--- config.mk ---
export PLATFORM = sky130hd
export DESIGN_NAME = bus_ack_wdog
export DESIGN_NICKNAME = d
export VERILOG_FILES = /design/src/rtl/bus_ack_wdog_pkg.sv /design/src/rtl/bus_ack_wdog_timer.sv /design/src/rtl/bus_ack_wdog_flag.sv /design/src/rtl/bus_ack_wdog.sv
export SDC_FILE = /design/constraint.sdc
export NUM_CORES = 1
export LEC_CHECK = 0
export ABC_CLOCK_PERIOD_IN_PS = 3300
export BUFFER_PORTS_ARGS = -buffer_cell sky130_fd_sc_hd__buf_2
export CAP_MARGIN = 40
export CORE_AREA = 2 2 39 41
export DETAILED_ROUTE_END_ITERATION = 6
export DIE_AREA = 0 0 41 43
export PLACE_DENSITY_LB_ADDON = 0.2
export SETUP_SLACK_MARGIN = 0.5
export SYNTH_ARGS = -nofsm -noshare
export SYNTH_HDL_FRONTEND = slang
export SYNTH_SLANG_ARGS = --single-unit
--- constraint.sdc ---
create_clock -name clk_i -period 3.3 [get_ports clk_i]
set_clock_uncertainty 0.05 [all_clocks]
set_input_delay 0.33 -clock clk_i [delete_from_list [all_inputs] [get_ports clk_i]]
set_output_delay 0.33 -clock clk_i [all_outputs]
set_load 0.02 [all_outputs]
--- src/rtl/bus_ack_wdog_pkg.sv ---
package bus_ack_wdog_pkg;
  typedef enum logic {
    WD_IDLE = 1'b0,
    WD_WAIT = 1'b1
  } wd_state_e;
endpackage

--- src/rtl/bus_ack_wdog_timer.sv ---
module bus_ack_wdog_timer #(
  parameter int TIMEOUT_CYCLES = 64
) (
  input  logic clk_i,
  input  logic rst_ni,
  input  logic start_i,
  input  logic run_i,
  output logic expire_o
);
  localparam int CNT_W = (TIMEOUT_CYCLES > 1) ? $clog2(TIMEOUT_CYCLES) : 1;
  localparam logic [CNT_W-1:0] LAST = CNT_W'(TIMEOUT_CYCLES - 1);

  generate
    if (TIMEOUT_CYCLES == 1) begin : g_single
      // Window is one edge long: any running edge expires.
      assign expire_o = run_i;
    end else begin : g_count
      logic [CNT_W-1:0] cnt_q;

      always_ff @(posedge clk_i or negedge rst_ni) begin
        if (!rst_ni) begin
          cnt_q <= '0;
        end else if (start_i) begin
          cnt_q <= '0;
        end else if (run_i && cnt_q != LAST) begin
          cnt_q <= cnt_q + 1'b1;
        end
      end

      assign expire_o = run_i && (cnt_q == LAST);
    end
  endgenerate
endmodule

--- src/rtl/bus_ack_wdog_flag.sv ---
module bus_ack_wdog_flag (
  input  logic clk_i,
  input  logic rst_ni,
  input  logic set_i,
  input  logic clr_i,
  output logic irq_o,
  output logic rel_o
);
  always_ff @(posedge clk_i or negedge rst_ni) begin
    if (!rst_ni) begin
      irq_o <= 1'b0;
      rel_o <= 1'b0;
    end else begin
      rel_o <= set_i;
      if (set_i)      irq_o <= 1'b1;  // set beats clear
      else if (clr_i) irq_o <= 1'b0;
    end
  end
endmodule

--- src/rtl/bus_ack_wdog.sv ---
module bus_ack_wdog
  import bus_ack_wdog_pkg::*;
#(
  parameter int TIMEOUT_CYCLES = 64
) (
  input  logic clk_i,
  input  logic rst_ni,
  input  logic ext_sel_i,
  input  logic sync_i,
  input  logic ack_i,
  input  logic irq_clr_i,
  output logic ack_fail_irq_o,
  output logic wait_release_o
);
  wd_state_e state_q, state_d;
  logic      start, run, tmo_hit, busy;

  assign busy  = (state_q == WD_WAIT);
  assign start = !busy && sync_i && ext_sel_i && !ack_fail_irq_o;
  assign run   = busy && !ack_i;

  always_comb begin
    state_d = state_q;
    unique case (state_q)
      WD_IDLE: if (start) state_d = WD_WAIT;
      WD_WAIT: if (ack_i || tmo_hit) state_d = WD_IDLE;
      default: state_d = WD_IDLE;
    endcase
  end

  always_ff @(posedge clk_i or negedge rst_ni) begin
    if (!rst_ni) state_q <= WD_IDLE;
    else         state_q <= state_d;
  end

  bus_ack_wdog_timer #(.TIMEOUT_CYCLES(TIMEOUT_CYCLES)) u_timer (
    .clk_i    (clk_i),
    .rst_ni   (rst_ni),
    .start_i  (start),
    .run_i    (run),
    .expire_o (tmo_hit)
  );

  bus_ack_wdog_flag u_flag (
    .clk_i  (clk_i),
    .rst_ni (rst_ni),
    .set_i  (tmo_hit),
    .clr_i  (irq_clr_i),
    .irq_o  (ack_fail_irq_o),
    .rel_o  (wait_release_o)
  );
endmodule

==> flow_metrics.py <==
metrics = {
    "setup_path": {
        "cp_cell_sequence": "ha_1 > and2_1 > a31oi_1 > a311oi_1",
        "worstPathArrival_ns": 1.47,
        "cp_slowest_cell": "dfrtp_1",
        "crit_fanout": 4,
        "crit_family": "flip-flops",
        "critPathBufInv": 0,
        "endpoint_kind": "register",
        "cpPeakStageDelay_ns": 0.38,
        "critical_path_required_ns": 3.41,
        "path_class": "register to register",
        "crit_path_start_kind": "register",
    },
    "synthesis": {
        "synth_warnings": 0,
        "syn_inst": 40,
        "yosys-top-cells-area": "dfrtp_1, a31oi_1, nand3_4",
        "synth_top_area_share": 0.526,
        "syn-cell-area_um2": 428,
        "yosysTopAreaCell": "dfrtp_1",
        "synth_nets": 47,
        "syn_avg_cell_area_um2": 10.7,
        "ys_ff_latch": 9,
        "ys_seq_area_frac": 0.526,
        "synth.distinct_cells": 21,
    },
    "grt": {
        "grt_start_max_net_pins": 10,
        "grt_antenna_before_repair": 0,
        "grt_overflow_total": 0,
        "grt_pass1_wl_um": 1480,
        "grt_usage": 0.138,
        "first_global_vias": 331,
    },
    "clocking": {
        "cts.sink_count": 9,
        "clk_pin_slew_worst_paths_ns": 0.06,
        "postCtsSetupBuffers": 0,
        "hold_buffers": 1,
        "clk_path_buf_depth": 2,
        "clk_latency_ns": 0.27,
        "root_buffer": "clkbuf_4",
        "htreeDepth": 1,
        "cts_tree": "built",
        "cts_inserted_buffers": 3,
        "cts_resized": 0,
    },
    "die": {
        "io_pins": 8,
        "initial_utilization": 0.309,
        "die_area_um2": 1760,
        "fp.dieH_um": 43,
        "core_um2": 1380,
        "row_count": 14,
        "die_w_um": 41,
    },
    "detailed_routing": {
        "ant_nets": 0,
        "num_vias": 356,
        "drcViolationCount": 0,
        "routed_wirelength_um": 853,
        "drtIter0Drc": 7,
        "via_per_inst": 5.24,
        "routedWlPerCell_um": 12.5,
        "firstDrtPassIters": 4,
    },
    "status": {
        "status": "complete, no violations",
    },
    "placement": {
        "place_inst": 63,
        "gp_congestion": 0.758,
        "dpl.hpwl_um": 636,
        "io_buffers": 7,
    },
    "timing": {
        "fmax_mhz": 734,
        "finalCritPeriodShare": 0.413,
        "timing.hold.ws_ns": 0.199,
        "tightest_slew_ns": 0.248,
        "fin_tns_setup_ns": 0,
        "rsz0062_at_grt": "no",
        "slew_headroom": 0.834,
        "hold_viol": 0,
        "finalMaxSlewViolations": 0,
        "setup_viol": 0,
        "period_minus_slack_ns": 1.36,
    },
    "power_and_ir_drop": {
        "p_per_area_nw_per_um2": 505,
        "leakage_uw": 0.000249,
        "worst_ir_drop_vdd_v": 0.000274,
    },
    "worst_hold_path": {
        "holdCritPathClass": "primary input to register",
    },
    "finish": {
        "area_growth_syn_to_layout_pct": 21.3,
        "fin_nets": 60,
        "fin_cells": 68,
        "diodes": 0,
        "layout-drive-gt1-share": 0.250,
    },
    "run": {
        "cap_violations": 0,
    },
}
-- cell families (layout without fill, tap and decap cells) --
| kind of cell | count (synthesis) | count (layout) | synth area share |
|---|---|---|---|
| multiplexers | 1 | 1 | 0.0234 |
| buffers and inverters | 2 | 14 | 0.0176 |
| adder cells (fa/ha/maj) | 1 | 1 | 0.0292 |
| flip-flops | 9 | 9 | 0.526 |
| AO/OA/AOI/OAI | 10 | 10 | 0.149 |
| AND/OR/NAND/NOR | 17 | 17 | 0.254 |
-- layout by cell type (no fill, tap or decap), drive strengths merged, types with 2 or more instances in the layout --
| cell type | netlist | routed |
|---|---|---|
| a31oi | 4 | 4 |
| and3 | 3 | 3 |
| buf | 0 | 7 |
| clkbuf | 0 | 4 |
| dfrtp | 9 | 9 |
| inv | 2 | 2 |
| nand2 | 3 | 3 |
| nand3 | 3 | 3 |
| nor2 | 3 | 3 |
| o21ai | 2 | 2 |
-- layer usage --
metal / track usage / vias to the layer above / part of all wire
li1: - / 172 / -
met1: 0.168 / 166 / 0.43
met2: 0.172 / 13 / 0.44
met3: 0.0785 / 5 / 0.080
met4: 0.100 / 0 / 0.047
met5: 0 / - / 0
-- stage by stage --
step / util / setup slack [ns] / total power (uW) / instance area (um^2)
6_report: 0.375 / 1.94 / 262 / 519
2_1_floorplan: - / 2.09 / 161 / 428
3_3_place_gp: 0.349 / 2.00 / 175 / 483
3_5_place_dp: 0.349 / 1.91 / 174 / 483
5_1_grt: 0.375 / 1.83 / 282 / 519
4_1_cts: 0.375 / 1.95 / 265 / 519
-- cell type report --
cell class | instances | area [um^2]
Clock buffer | 4 | 26.3
Fill cell | 140 | 865
Inverter | 2 | 7.51
Multi-Input combinational cell | 29 | 195
Sequential cell | 9 | 225
Tap cell | 16 | 20.0
Timing Repair Buffer | 8 | 45.0
-- flip-flops by register name, indices dropped and copies added (netlist names) --
| name | flops |
|---|---|
| u_timer.g_count.cnt_q | 6 |
| busy | 1 |
| u_flag.irq_o | 1 |
| u_flag.rel_o | 1 |
-- cells in the mapped netlist --
cell type / instances
nand3_4: 1
dfrtp_1: 9
o21ai_0: 2
inv_1: 2
and4_1: 1
and2_1: 1
nand2b_1: 1
a31oi_1: 4
nor3_1: 1
a21oi_1: 1
a31o_1: 1
and2b_2: 1
ha_1: 1
a311oi_1: 1
nor2_1: 3
o22ai_1: 1
nand3_1: 2
and3_1: 2
nand2_1: 3
and3_4: 1
mux2i_1: 1
-- final timing paths --
check                                                      from                                    to  slack [ns]  cells after the start
min in group asynchronous                                rst_ni                u_flag.rel_o$_DFF_PN0_        0.39                      2
setup / recovery           u_timer.g_count.cnt_q[0]$_DFFE_PN0P_  u_timer.g_count.cnt_q[4]$_DFFE_PN0P_        1.94                      4
hold / removal                                        irq_clr_i              u_flag.irq_o$_DFFE_PN0P_        0.20                      2
hold reg to reg            u_timer.g_count.cnt_q[0]$_DFFE_PN0P_  u_timer.g_count.cnt_q[0]$_DFFE_PN0P_        0.46                      1
max in group asynchronous                                rst_ni  u_timer.g_count.cnt_q[2]$_DFFE_PN0P_        2.63                      2
setup reg to reg           u_timer.g_count.cnt_q[0]$_DFFE_PN0P_  u_timer.g_count.cnt_q[4]$_DFFE_PN0P_        1.94                      4
-- where the power goes --
group	switching [uW]	leakage [uW]	total (uW)	internal [uW]
logic	18.5	0.000112	37.0	18.5
clock network	42.4	0.0000150	89.2	46.8
registers	12.6	0.000122	136	124
Power figures use the tool's default switching activity.
